[src/rtl/can_mode_pkg.sv]
package can_mode_pkg;

    typedef enum logic [2:0] {
        MODE_STANDBY = 3'd0,
        MODE_WAKEUP  = 3'd1,
        MODE_RESYNC  = 3'd2,
        MODE_IDLE    = 3'd3,
        MODE_TX      = 3'd4,
        MODE_RX      = 3'd5,
        MODE_ERROR   = 3'd6
    } mode_e;

    typedef struct packed {
        logic sof;
        logic rx_ok;
        logic rx_err;
        logic tx_ok;
        logic tx_err;
        logic no_retx;
        logic arb_lost;
        logic bus_off;
        logic frame_sync;
    } engine_status_t;

    localparam int unsigned QUIET_BITS_DEF = 11;
    localparam int unsigned BOFF_RUNS_DEF  = 128;

    // modes in which the bit engine is live on the bus
    function automatic logic on_bus(mode_e m);
        return (m == MODE_IDLE) || (m == MODE_TX) ||
               (m == MODE_RX)   || (m == MODE_ERROR);
    endfunction

endpackage

[src/rtl/can_quiet_counter.sv]
module can_quiet_counter
    import can_mode_pkg::*;
#(
    parameter int unsigned QUIET_BITS = QUIET_BITS_DEF,
    parameter int unsigned BOFF_RUNS  = BOFF_RUNS_DEF
) (
    input  logic clk,
    input  logic rst,
    input  logic clear,
    input  logic tick,
    input  logic rx_bit,
    input  logic long_mode,
    output logic done
);
    localparam int unsigned BW = $clog2(QUIET_BITS + 1);
    localparam int unsigned GW = $clog2(BOFF_RUNS + 1);

    logic [BW-1:0] bit_cnt;
    logic [GW-1:0] run_cnt;
    logic          run_end;
    logic          last_run;

    assign run_end  = tick && rx_bit && (bit_cnt == BW'(QUIET_BITS - 1));
    assign last_run = !long_mode || (run_cnt == GW'(BOFF_RUNS - 1));
    assign done     = !clear && run_end && last_run;

    always_ff @(posedge clk) begin
        if (rst || clear) begin
            bit_cnt <= '0;
            run_cnt <= '0;
        end else if (tick) begin
            if (!rx_bit) begin
                bit_cnt <= '0;
            end else if (run_end) begin
                bit_cnt <= '0;
                if (long_mode) run_cnt <= run_cnt + GW'(1);
            end else begin
                bit_cnt <= bit_cnt + BW'(1);
            end
        end
    end
endmodule

[src/rtl/can_wake_ctrl.sv]
module can_wake_ctrl
    import can_mode_pkg::*;
(
    input  logic  clk,
    input  logic  rst,
    input  mode_e mode,
    input  logic  tick,
    input  logic  rx_bit,
    input  logic  irq_en,
    output logic  pulse_on,
    output logic  force_dom,
    output logic  wake_irq
);
    always_ff @(posedge clk) begin
        if (rst) begin
            pulse_on <= 1'b0;
            wake_irq <= 1'b0;
        end else begin
            if (mode != MODE_WAKEUP) pulse_on <= 1'b0;
            else if (tick)           pulse_on <= 1'b1;
            wake_irq <= (mode == MODE_STANDBY) && tick && !rx_bit && irq_en;
        end
    end

    assign force_dom = (mode == MODE_WAKEUP) && pulse_on;
endmodule

[src/rtl/can_mode_fsm.sv]
module can_mode_fsm
    import can_mode_pkg::*;
(
    input  logic           clk,
    input  logic           rst,
    input  logic           tick,
    input  logic           rx_bit,
    input  logic           run_en,
    input  logic           wkpulse_en,
    input  logic           tx_req,
    input  engine_status_t st,
    input  logic           quiet_done,
    input  logic           pulse_on,
    output mode_e          mode,
    output logic           boff_mode
);
    mode_e mode_nx;
    logic  retry_q, retry_nx;
    logic  boff_nx;

    always_comb begin
        mode_nx  = mode;
        retry_nx = retry_q;
        boff_nx  = boff_mode;
        if (on_bus(mode) && st.bus_off) begin
            mode_nx = MODE_RESYNC;
            boff_nx = 1'b1;
        end else begin
            unique case (mode)
                MODE_STANDBY:
                    if (run_en) mode_nx = wkpulse_en ? MODE_WAKEUP : MODE_RESYNC;
                MODE_WAKEUP:
                    if (pulse_on && tick) mode_nx = MODE_RESYNC;
                MODE_RESYNC:
                    if (!run_en && rx_bit) mode_nx = MODE_STANDBY;
                    else if (quiet_done) begin
                        mode_nx = MODE_IDLE;
                        boff_nx = 1'b0;
                    end
                MODE_IDLE:
                    if (!run_en) begin
                        if (rx_bit) mode_nx = MODE_STANDBY;
                    end else if (tx_req) mode_nx = MODE_TX;
                    else if (st.sof)     mode_nx = MODE_RX;
                MODE_TX:
                    if (st.arb_lost)    mode_nx = MODE_RX;
                    else if (st.tx_ok)  mode_nx = MODE_IDLE;
                    else if (st.tx_err) begin
                        mode_nx  = MODE_ERROR;
                        retry_nx = !st.no_retx;
                    end
                MODE_RX:
                    if (st.rx_ok)       mode_nx = MODE_IDLE;
                    else if (st.rx_err) begin
                        mode_nx  = MODE_ERROR;
                        retry_nx = 1'b0;
                    end
                MODE_ERROR:
                    if (st.frame_sync)
                        mode_nx = (retry_q && run_en) ? MODE_TX : MODE_IDLE;
                default: mode_nx = MODE_STANDBY;
            endcase
        end
    end

    always_ff @(posedge clk) begin
        if (rst) begin
            mode      <= MODE_STANDBY;
            retry_q   <= 1'b0;
            boff_mode <= 1'b0;
        end else begin
            mode      <= mode_nx;
            retry_q   <= retry_nx;
            boff_mode <= boff_nx;
        end
    end
endmodule

[src/rtl/can_mode_seq.sv]
module can_mode_seq
    import can_mode_pkg::*;
#(
    parameter int unsigned QUIET_BITS = QUIET_BITS_DEF,
    parameter int unsigned BOFF_RUNS  = BOFF_RUNS_DEF
) (
    input  logic       clk,
    input  logic       rst,
    input  logic       bit_tick,
    input  logic       rx_bit,
    input  logic       run_en,
    input  logic       wkpulse_en,
    input  logic       wkirq_en,
    input  logic       tx_req,
    input  logic       sof_pulse,
    input  logic       rx_ok,
    input  logic       rx_err,
    input  logic       tx_ok,
    input  logic       tx_err,
    input  logic       no_retx,
    input  logic       arb_lost,
    input  logic       bus_off,
    input  logic       frame_sync,
    output logic [2:0] mode_o,
    output logic       force_dom,
    output logic       wake_irq,
    output logic       run_rb,
    output logic       bt_enable
);
    engine_status_t st;
    mode_e          mode;
    logic           boff_mode;
    logic           quiet_done;
    logic           pulse_on;

    assign st = '{sof: sof_pulse, rx_ok: rx_ok, rx_err: rx_err, tx_ok: tx_ok,
                  tx_err: tx_err, no_retx: no_retx, arb_lost: arb_lost,
                  bus_off: bus_off, frame_sync: frame_sync};

    can_mode_fsm u_fsm (
        .clk(clk), .rst(rst), .tick(bit_tick), .rx_bit(rx_bit),
        .run_en(run_en), .wkpulse_en(wkpulse_en), .tx_req(tx_req),
        .st(st), .quiet_done(quiet_done), .pulse_on(pulse_on),
        .mode(mode), .boff_mode(boff_mode)
    );

    can_quiet_counter #(.QUIET_BITS(QUIET_BITS), .BOFF_RUNS(BOFF_RUNS)) u_quiet (
        .clk(clk), .rst(rst), .clear(mode != MODE_RESYNC), .tick(bit_tick),
        .rx_bit(rx_bit), .long_mode(boff_mode), .done(quiet_done)
    );

    can_wake_ctrl u_wake (
        .clk(clk), .rst(rst), .mode(mode), .tick(bit_tick), .rx_bit(rx_bit),
        .irq_en(wkirq_en), .pulse_on(pulse_on), .force_dom(force_dom),
        .wake_irq(wake_irq)
    );

    assign mode_o    = mode;
    assign run_rb    = (mode != MODE_STANDBY);
    assign bt_enable = (mode != MODE_STANDBY);
endmodule

[config.mk]
export PLATFORM = sky130hd
export DESIGN_NAME = can_mode_seq
export DESIGN_NICKNAME = d
export VERILOG_FILES = /design/src/rtl/can_mode_pkg.sv /design/src/rtl/can_quiet_counter.sv /design/src/rtl/can_wake_ctrl.sv /design/src/rtl/can_mode_fsm.sv /design/src/rtl/can_mode_seq.sv
export SDC_FILE = /design/constraint.sdc
export NUM_CORES = 1
export LEC_CHECK = 0
export BUFFER_PORTS_ARGS = -buffer_cell sky130_fd_sc_hd__buf_2
export CAP_MARGIN = 25
export CORE_AREA = 4 4 54 56
export CTS_CLUSTER_DIAMETER = 100
export DETAILED_ROUTE_END_ITERATION = 16
export DIE_AREA = 0 0 58 60
export GPL_TIMING_DRIVEN = 0
export PLACE_DENSITY = 0.74
export SLEW_MARGIN = 20
export SYNTH_ARGS = -nofsm -noshare
export SYNTH_HDL_FRONTEND = slang
export SYNTH_SLANG_ARGS = --single-unit
[constraint.sdc]
create_clock -name clk -period 2.1 [get_ports clk]
set_input_delay 0.105 -clock clk [delete_from_list [all_inputs] [get_ports clk]]
set_output_delay 0.105 -clock clk [all_outputs]
set_load 0.1 [all_outputs]
==> results of run 1 <==
logic make-up after synthesis:
| group | count (synthesis) | synth area share (%) |
|---|---|---|
| AOI/OAI and AO/OA | 34 | 19.5 |
| xor gates and xnor gates | 8 | 5.61 |
| adders and majority gates | 3 | 3.00 |
| buffers and inverters | 14 | 5.81 |
| DFF | 19 | 30.4 |
| muxes | 4 | 3.20 |
| and+or+nand+nor | 75 | 32.4 |
layer usage:
metal / wire (µm) / GRT usage, % / up-vias
li1: - / - / 619
met1: 1320 / 23.0 / 571
met2: 1330 / 28.5 / 36
met3: 165 / 3.24 / 4
met4: 27 / 6.62 / 0
met5: 0 / 0 / -
worst min-delay path: stages:
cell and delay [ns]:
buf_2 0.10, nand3_1 0.07, nor4_1 0.04
sequential cells by signal, indices dropped and copies added (netlist names):
name             cells
u_fsm.boff_mode      1
u_fsm.mode           3
u_fsm.retry_q        1
u_quiet.bit_cnt      4
u_quiet.run_cnt      8
u_wake.pulse_on      1
u_wake.wake_irq      1
power groups by stage:
stage / registers, µW / logic, µW / clock network, µW
floorplan: 500 / 420 / 0
finish: 401 / 622 / 181
global route: 403 / 658 / 204
detailed placement: 409 / 622 / 0
global placement: 407 / 613 / 0
CTS: 400 / 623 / 188
cell usage in the layout (no fill, tap or decap), drive strengths merged, types with 4 or more instances in the layout:
cell type	instances
a21oi	9
buf	28
clkbuf	5
dfxtp	19
inv	6
mux2i	4
nand2	14
nand3	4
nand4	6
nor2	24
nor3	5
o21ai	10
xor2	6
cell usage after synthesis, drive strengths merged (4+ instances only):
library cell / n / area, µm²
inv: 6 / 22.5
nand2: 14 / 60.1
a21oi: 9 / 48.8
nor2: 24 / 90.1
xor2: 6 / 52.6
nand4: 6 / 43.8
dfxtp: 19 / 380
o21ai: 10 / 53.8
mux2i: 4 / 40.0
nor3: 5 / 30.0
buf: 5 / 38.8
nand3: 4 / 20.0
worst paths after layout:
kind | start | endpoint | slack (ns) | cells past startpoint
worst max-delay path | u_fsm.mode[2] | run_rb | 0.15 | 4
worst min-delay path | wkirq_en | u_wake.wake_irq | 0.06 | 3
worst max register to register | u_quiet.run_cnt[0] | u_fsm.mode[2] | 0.33 | 6
worst min register to register | u_fsm.boff_mode | u_fsm.boff_mode | 0.53 | 2
area by class of cell:
cell class	instances	area [µm²]	area share, %
multi-input combinational	124	813	56.2
sequential	19	384	26.6
timing repair buffer	23	115	7.96
buffer	7	46.3	3.20
tap	30	37.5	2.60
clock buffer	3	22.5	1.56
inverter	6	22.5	1.56
clock inverter	1	5.00	0.346
stage by stage:
| step | instance area [µm²] | instances | utilization, % |
|---|---|---|---|
| global route | 1450 | 213 | 59.5 |
| finish | 1450 | 213 | 59.5 |
| floorplan | 1270 | 157 | - |
| CTS | 1450 | 214 | 59.6 |
| detailed placement | 1420 | 210 | 58.5 |
| global placement | 1420 | 210 | 58.5 |
==> impl_metrics.py, run 1 <==
metrics = {
    "outcome": {
        "outcome": "completed",
    },
    "routing": {
        "routed_via_density": 5.77,
        "drtAntennaViolNets": 0,
        "drc_errors": 0,
        "drt_iter0_markers": 30,
        "dr.pass1.iters": 5,
        "wl_um": 2840,
        "vias": 1230,
        "routedWlPerCell_um": 13.3,
    },
    "power": {
        "switchingPower_uw": 582,
        "power_density_nw_per_um2": 832,
        "p_leak_uw": 0.000556,
        "total_power_uw": 1200,
        "p_seq_share_pct": 33.3,
        "clkPwrFrac_pct": 15.0,
        "pwr-share-comb_pct": 51.7,
        "intPower_uw": 622,
        "switching_share_pct": 48.3,
        "worst_ir_drop_vdd_v": 0.000570,
    },
    "cells_and_area": {
        "diodes": 0,
        "n_fill_cell": 238,
        "drive_gt1_share_pct": 25.7,
        "areaGrowthSynthToFinish_pct": 15.7,
        "nets": 204,
    },
    "worst_setup_path": {
        "cp-end-kind": "output pin",
        "max_stage_delay_ns": 0.44,
        "worstSetupPathType": "flop to output pin",
        "cp_slowest_cell": "clkbuf_1",
        "path_cells": "clkbuf_1 > or3_4 > buf_4 > buf_2",
        "worstPathArrival_ns": 1.84,
        "cp_top_family": "buffers and inverters",
        "worstPathMaxFanout": 10,
        "path_buf_inv": 3,
        "cp-start-kind": "flop",
        "worstPathRequired_ns": 2.00,
    },
    "timing": {
        "tightest_slew_ns": 0.541,
        "drv_slew": 0,
        "setup_slack_ns": 0.152,
        "skew_ns": 0.000818,
        "tns_ns": 0,
        "rsz0062_at_grt": "no",
        "hold_violations": 0,
        "slew_headroom_pct": 63.9,
        "finalCritPeriodShare_pct": 92.8,
        "fin_crit_ns": 1.95,
        "timing.hold.ws_ns": 0.0605,
        "max_freq_mhz": 513,
        "setup_viol": 0,
    },
    "worst_hold_path": {
        "hp-class": "input port to flop",
    },
    "clock_network": {
        "cts-root-buf": "clkbuf_4",
        "clkSlewWorstSetupHoldPaths_ns": 0.10,
        "cts_max_path_buffers": 2,
        "ctsHoldBuffers": 0,
        "cts_buffers": 3,
        "post_cts_buffers": 0,
        "cts_resized": 0,
        "tritoncts": "yes",
        "insertion_delay_ns": 0.29,
        "clock_sinks": 19,
        "h-tree-depth": 1,
    },
    "synthesis": {
        "syn_area_um2": 1250,
        "ys_async_sr_fraction_pct": 0,
        "synth_nets": 177,
        "synth_edf_count": 0,
        "synth_cells": 157,
        "synth-seq-cells": 19,
        "avgSynthCellArea_um2": 7.96,
        "synthFlopType": "dfxtp_1",
        "yosysSeqAreaShare_pct": 30.4,
        "yosysUniqueCellTypes": 50,
        "ys_warn_count": 0,
    },
    "job": {
        "max-cap-violations": 0,
    },
    "die": {
        "core_um2": 2430,
        "start_util_pct": 51.4,
        "chipWidth_um": 58,
        "die_y_um": 60,
        "ioPinCount": 24,
        "die-area_um2": 3480,
        "num_rows": 18,
    },
    "grt": {
        "grt_antenna_before_repair": 0,
        "grt_start_max_net_pins": 12,
        "grtUsageTotal_pct": 17.5,
        "first_global_vias": 1120,
        "grt_pass1_wl_um": 4800,
        "grt_overflow": 0,
    },
    "placement": {
        "pre_cts_ws_ns": 0.333,
        "hpwl_um": 2230,
        "gp_congestion": 0.890,
        "port_buffers": 23,
    },
}
No activity file was read; power rests on OpenSTA's default activity.
==> run 2, diff against run 1 <==
--- a/config.mk
+++ b/config.mk
@@ -13,7 +13,7 @@
 export DIE_AREA = 0 0 58 60
 export GPL_TIMING_DRIVEN = 0
 export PLACE_DENSITY = 0.74
-export SLEW_MARGIN = 20
+export RECOVER_POWER = 100
 export SYNTH_ARGS = -nofsm -noshare
 export SYNTH_HDL_FRONTEND = slang
 export SYNTH_SLANG_ARGS = --single-unit
==> run 2 against run 1 <==
Effect of this change:
- first-iteration DRC count decreased by 57%
- utilization is 1.1 points lower
- critical path type is now flop to flop
- largest cell class unchanged
- via count increased by 0.33%
- combinational power fell by 4.2%
- die area unchanged
==> impl_metrics.py, run 2 (synthesis results as in run 1) <==
metrics = {
    "die": {
        "start_util_pct": 51.4,
        "num_rows": 18,
        "die_y_um": 60,
        "ioPinCount": 24,
        "die-area_um2": 3480,
        "chipWidth_um": 58,
        "core_um2": 2430,
    },
    "timing": {
        "fin_crit_ns": 1.99,
        "tns_ns": 0,
        "setup_viol": 0,
        "slew_headroom_pct": 21.8,
        "drv_slew": 0,
        "skew_ns": 0.00286,
        "timing.hold.ws_ns": 0.0627,
        "max_freq_mhz": 502,
        "rsz0062_at_grt": "no",
        "tightest_slew_ns": 1.18,
        "hold_violations": 0,
        "finalCritPeriodShare_pct": 94.8,
    },
    "cells_and_area": {
        "drive_gt1_share_pct": 20.8,
        "layout_common_cells": "24 x nor2_1, 19 x buf_2, 18 x dfxtp_1",
        "largest_reg_flops": 8,
        "largest-register": "u_quiet.run_cnt",
        "diodes": 0,
        "largestRegisters": "u_quiet.run_cnt (8), u_quiet.bit_cnt (4), u_fsm.mode (3)",
        "utilization_pct": 58.3,
        "nets": 204,
        "areaGrowthSynthToFinish_pct": 13.5,
        "final_common_cell": "nor2_1",
    },
    "outcome": {
        "outcome": "completed",
    },
    "routing": {
        "wl_um": 2830,
        "drtAntennaViolNets": 0,
        "drt_iter0_markers": 13,
        "vias": 1234,
        "dr.pass1.iters": 4,
        "routedWlPerCell_um": 13.3,
        "drc_errors": 0,
        "routed_via_density": 5.79,
    },
    "clock_network": {
        "clkSlewWorstSetupHoldPaths_ns": 0.11,
        "tritoncts": "yes",
        "insertion_delay_ns": 0.29,
        "cts-root-buf": "clkbuf_4",
        "ctsHoldBuffers": 0,
        "cts_resized": 0,
        "cts_buffers": 3,
        "h-tree-depth": 1,
        "clock_sinks": 19,
        "cts_max_path_buffers": 2,
        "post_cts_buffers": 0,
    },
    "power": {
        "power_density_nw_per_um2": 827,
        "p_leak_uw": 0.000534,
        "worst_ir_drop_vdd_v": 0.000547,
    },
    "job": {
        "max-cap-violations": 0,
    },
    "grt": {
        "grt_pass1_wl_um": 4800,
        "grtUsageTotal_pct": 17.5,
        "grt_start_max_net_pins": 12,
        "first_global_vias": 1120,
        "grt_antenna_before_repair": 0,
        "grt_overflow": 0,
    },
    "worst_setup_path": {
        "worstSetupPathType": "flop to flop",
        "worstPathRequired_ns": 2.32,
        "worstPathArrival_ns": 2.21,
        "cp-end-kind": "flop",
        "path_cells": "clkbuf_2 > and3b_1 > o21ai_0 > o31ai_1 > or4_1 > a21boi_0",
        "cp_slowest_cell": "or4_1",
        "worstPathMaxFanout": 19,
        "path_buf_inv": 1,
        "cp-start-kind": "flop",
        "max_stage_delay_ns": 0.53,
        "cp_top_family": "simple AND/OR/NAND/NOR gates",
    },
    "placement": {
        "gp_congestion": 0.890,
        "hpwl_um": 2230,
        "port_buffers": 23,
    },
    "worst_hold_path": {
        "hp-class": "input port to flop",
    },
}
==> run 2: cell types whose count changed in the layout (fill, tap and decap cells not counted), sizes merged <==
cell and change:
buf -6, clkbuf +6
==> run 2: where the power goes <==
group          switching, µW  internal (µW)  total, µW  leakage, µW
Combinational            449            146        596     0.000363
Clock                    110           70.8        180    0.0000177
Sequential              17.9            380        397     0.000154
==> run 2: worst paths after layout <==
check	start	to	depth (start not counted)	slack [ns]
setup / recovery	u_fsm.mode[1]	u_fsm.mode[2]	6	0.11
hold / removal	wkirq_en	u_wake.wake_irq	3	0.06
setup reg to reg	u_fsm.mode[1]	u_fsm.mode[2]	6	0.11
hold reg to reg	u_fsm.boff_mode	u_fsm.boff_mode	2	0.53
==> run 2: layout make-up <==
class | count | area (µm²)
repair buffers | 23 | 110
inverters | 6 | 22.5
well taps | 30 | 37.5
multi-input cells | 124 | 800
clock inverters | 1 | 5.00
plain buffers | 7 | 40.0
fillers | 247 | 1010
flip-flops and latches | 19 | 382
clock buffers | 3 | 22.5
==> run 2: layer usage <==
layer / wire [µm] / global-route usage (%) / up-vias
li1: - / - / 620
met1: 1290 / 23.0 / 573
met2: 1320 / 28.5 / 37
met3: 183 / 3.24 / 4
met4: 29 / 6.62 / 0
met5: 0 / 0 / -
==> run 2: worst min-delay path: cells and delay by family <==
kind,cells,cell delay [ns]
AND/OR/NAND/NOR,2,0.11
buffers and inverters,1,0.10
==> run 2: stage by stage <==
| stage | worst slack [ns] | total power (µW) | instances | area (µm²) |
|---|---|---|---|---|
| 2_1_floorplan | 0.0322 | 920 | 157 | 1270 |
| 3_3_place_gp | 0.385 | 1020 | 210 | 1420 |
| 3_5_place_dp | 0.333 | 1030 | 210 | 1420 |
| 4_1_cts | 0.0697 | 1210 | 214 | 1450 |
| 5_1_grt | 0.0309 | 1240 | 213 | 1420 |
| 6_report | 0.110 | 1170 | 213 | 1420 |
==> run 3, diff against run 2 <==
--- a/config.mk
+++ b/config.mk
@@ -11,7 +11,6 @@
 export CTS_CLUSTER_DIAMETER = 100
 export DETAILED_ROUTE_END_ITERATION = 16
 export DIE_AREA = 0 0 58 60
-export GPL_TIMING_DRIVEN = 0
 export PLACE_DENSITY = 0.74
 export RECOVER_POWER = 100
 export SYNTH_ARGS = -nofsm -noshare
==> run 3 against run 2 <==
Effect of this change:
- final cell count shrank 3.3%
- combinational power shrank 15%
- global-route usage up 0.53 points
- die area stayed put
- critical path type unchanged
- register-to-register slack gained 0.15 ns
- largest power group unchanged
- total power down 1.5%
- non-clock buffer count decreased by 7
- first-iteration DRC count grew to 4.1 times the previous value
- worst setup slack improved by 0.15 ns
- clock power increased by 6%
- via count decreased by 3.2%
==> impl_metrics.py, run 3 (synthesis results as in run 1) <==
metrics = {
    "cells_and_area": {
        "diodes": 0,
        "final_area_um2": 1390,
        "areaGrowthSynthToFinish_pct": 11.1,
        "largest-register": "u_quiet.run_cnt",
        "stdcell_count": 206,
        "drive_gt1_share_pct": 21.6,
        "nets": 197,
        "largest_reg_flops": 8,
        "largestRegisters": "u_quiet.run_cnt (8), u_quiet.bit_cnt (4), u_fsm.mode (3)",
        "layout_common_cells": "24 x nor2_1, 16 x buf_2, 16 x dfxtp_1",
        "final_common_cell": "nor2_1",
    },
    "worst_setup_path": {
        "worstPathMaxFanout": 24,
        "r2r-start": "u_fsm.mode[0]",
        "worstSetupPathType": "flop to flop",
        "cp-end-kind": "flop",
        "worstPathRequired_ns": 2.33,
        "crit_path_start": "u_fsm.mode[0]",
        "worstPathArrival_ns": 2.08,
        "cp-start-kind": "flop",
    },
    "timing": {
        "fin_crit_ns": 1.84,
        "setup_viol": 0,
        "rsz0062_at_grt": "no",
        "tightest_slew_ns": 1.17,
        "drv_slew": 0,
        "tns_ns": 0,
        "finalCritPeriodShare_pct": 87.9,
        "hold_violations": 0,
        "skew_ns": 0.00989,
        "slew_headroom_pct": 22.6,
        "max_freq_mhz": 542,
    },
    "die": {
        "ioPinCount": 24,
        "start_util_pct": 51.4,
        "num_rows": 18,
        "chipWidth_um": 58,
        "core_um2": 2430,
        "die_y_um": 60,
        "die-area_um2": 3480,
    },
    "clock_network": {
        "clock_sinks": 19,
        "cts_buffers": 3,
        "ctsHoldBuffers": 0,
        "cts_resized": 0,
        "cts-root-buf": "clkbuf_4",
        "tritoncts": "yes",
        "cts_max_path_buffers": 2,
        "h-tree-depth": 1,
        "clkSlewWorstSetupHoldPaths_ns": 0.11,
        "insertion_delay_ns": 0.31,
        "post_cts_buffers": 0,
    },
    "power": {
        "p_leak_uw": 0.000513,
        "power_density_nw_per_um2": 832,
        "total_power_uw": 1160,
        "worst_ir_drop_vdd_v": 0.000635,
    },
    "routing": {
        "drc_errors": 0,
        "routedWlPerCell_um": 13.6,
        "dr.pass1.iters": 4,
        "vias": 1194,
        "wl_um": 2810,
        "drt_iter0_markers": 53,
        "routed_via_density": 5.80,
        "drtAntennaViolNets": 0,
    },
    "grt": {
        "top_usage_layer": "met2",
        "grtUsageMet1_pct": 22.2,
        "first_global_vias": 1097,
        "grt_pass1_wl_um": 4890,
        "grtUsageTotal_pct": 18.1,
        "grt_antenna_before_repair": 0,
        "met2_usage_pct": 31.3,
        "grt_overflow": 0,
        "grtUsageMet3_pct": 2.81,
        "grt_start_max_net_pins": 25,
    },
    "placement": {
        "port_buffers": 23,
        "gp_congestion": 0.799,
        "dp_cells": 202,
        "postPlaceCellArea_um2": 1370,
        "hpwl_um": 2140,
    },
    "worst_hold_path": {
        "min_from": "rst",
        "hp-class": "input port to flop",
    },
    "outcome": {
        "outcome": "completed",
    },
    "job": {
        "max-cap-violations": 0,
    },
}
-- run 3: final cells by class --
class	count	area [µm²]
Inverter	6	22.5
Fill cell	240	1040
Timing Repair Buffer	23	114
Clock buffer	4	26.3
Sequential cell	19	384
Tap cell	30	37.5
Multi-Input combinational cell	124	805
-- run 3: path summary, 6_finish.rpt --
kind | endpoint | slack [ns] | cells after the start
setup / recovery | u_fsm.mode[2] | 0.26 | 5
hold / removal | u_fsm.retry_q | 0.05 | 2
setup reg to reg | u_fsm.mode[2] | 0.26 | 5
hold reg to reg | u_fsm.boff_mode | 0.52 | 2
-- run 3: where the power goes --
group	internal [µW]	switching [µW]	total (µW)
clock network	74.1	117	191
registers	382	76.8	459
logic	130	375	505
total	587	569	1160
-- run 3: critical path, cell delays in order, from the launching register on --
cell,delay (ns)
dfxtp_2,0.61
nor2_1,0.10
o21ai_0,0.19
o31ai_1,0.17
or4_1,0.53
a21boi_0,0.19
-- run 3: per-stage QoR --
stage          utilization (%)  setup slack [ns]  hold WS (ns)
2_1_floorplan                -            0.0322         0.174
3_3_place_gp              56.4             0.383         0.365
3_5_place_dp              56.4             0.327         0.380
4_1_cts                   57.5             0.292        0.0384
5_1_grt                   57.1             0.103        0.0519
6_report                  57.1             0.255        0.0496
-- run 3: layer usage --
| layer | vias up | wire (µm) |
|---|---|---|
| met1 | 550 | 1250 |
| met2 | 29 | 1360 |
| met4 | 0 | 46 |
| met3 | 5 | 145 |
| li1 | 610 | - |
| met5 | - | 0 |
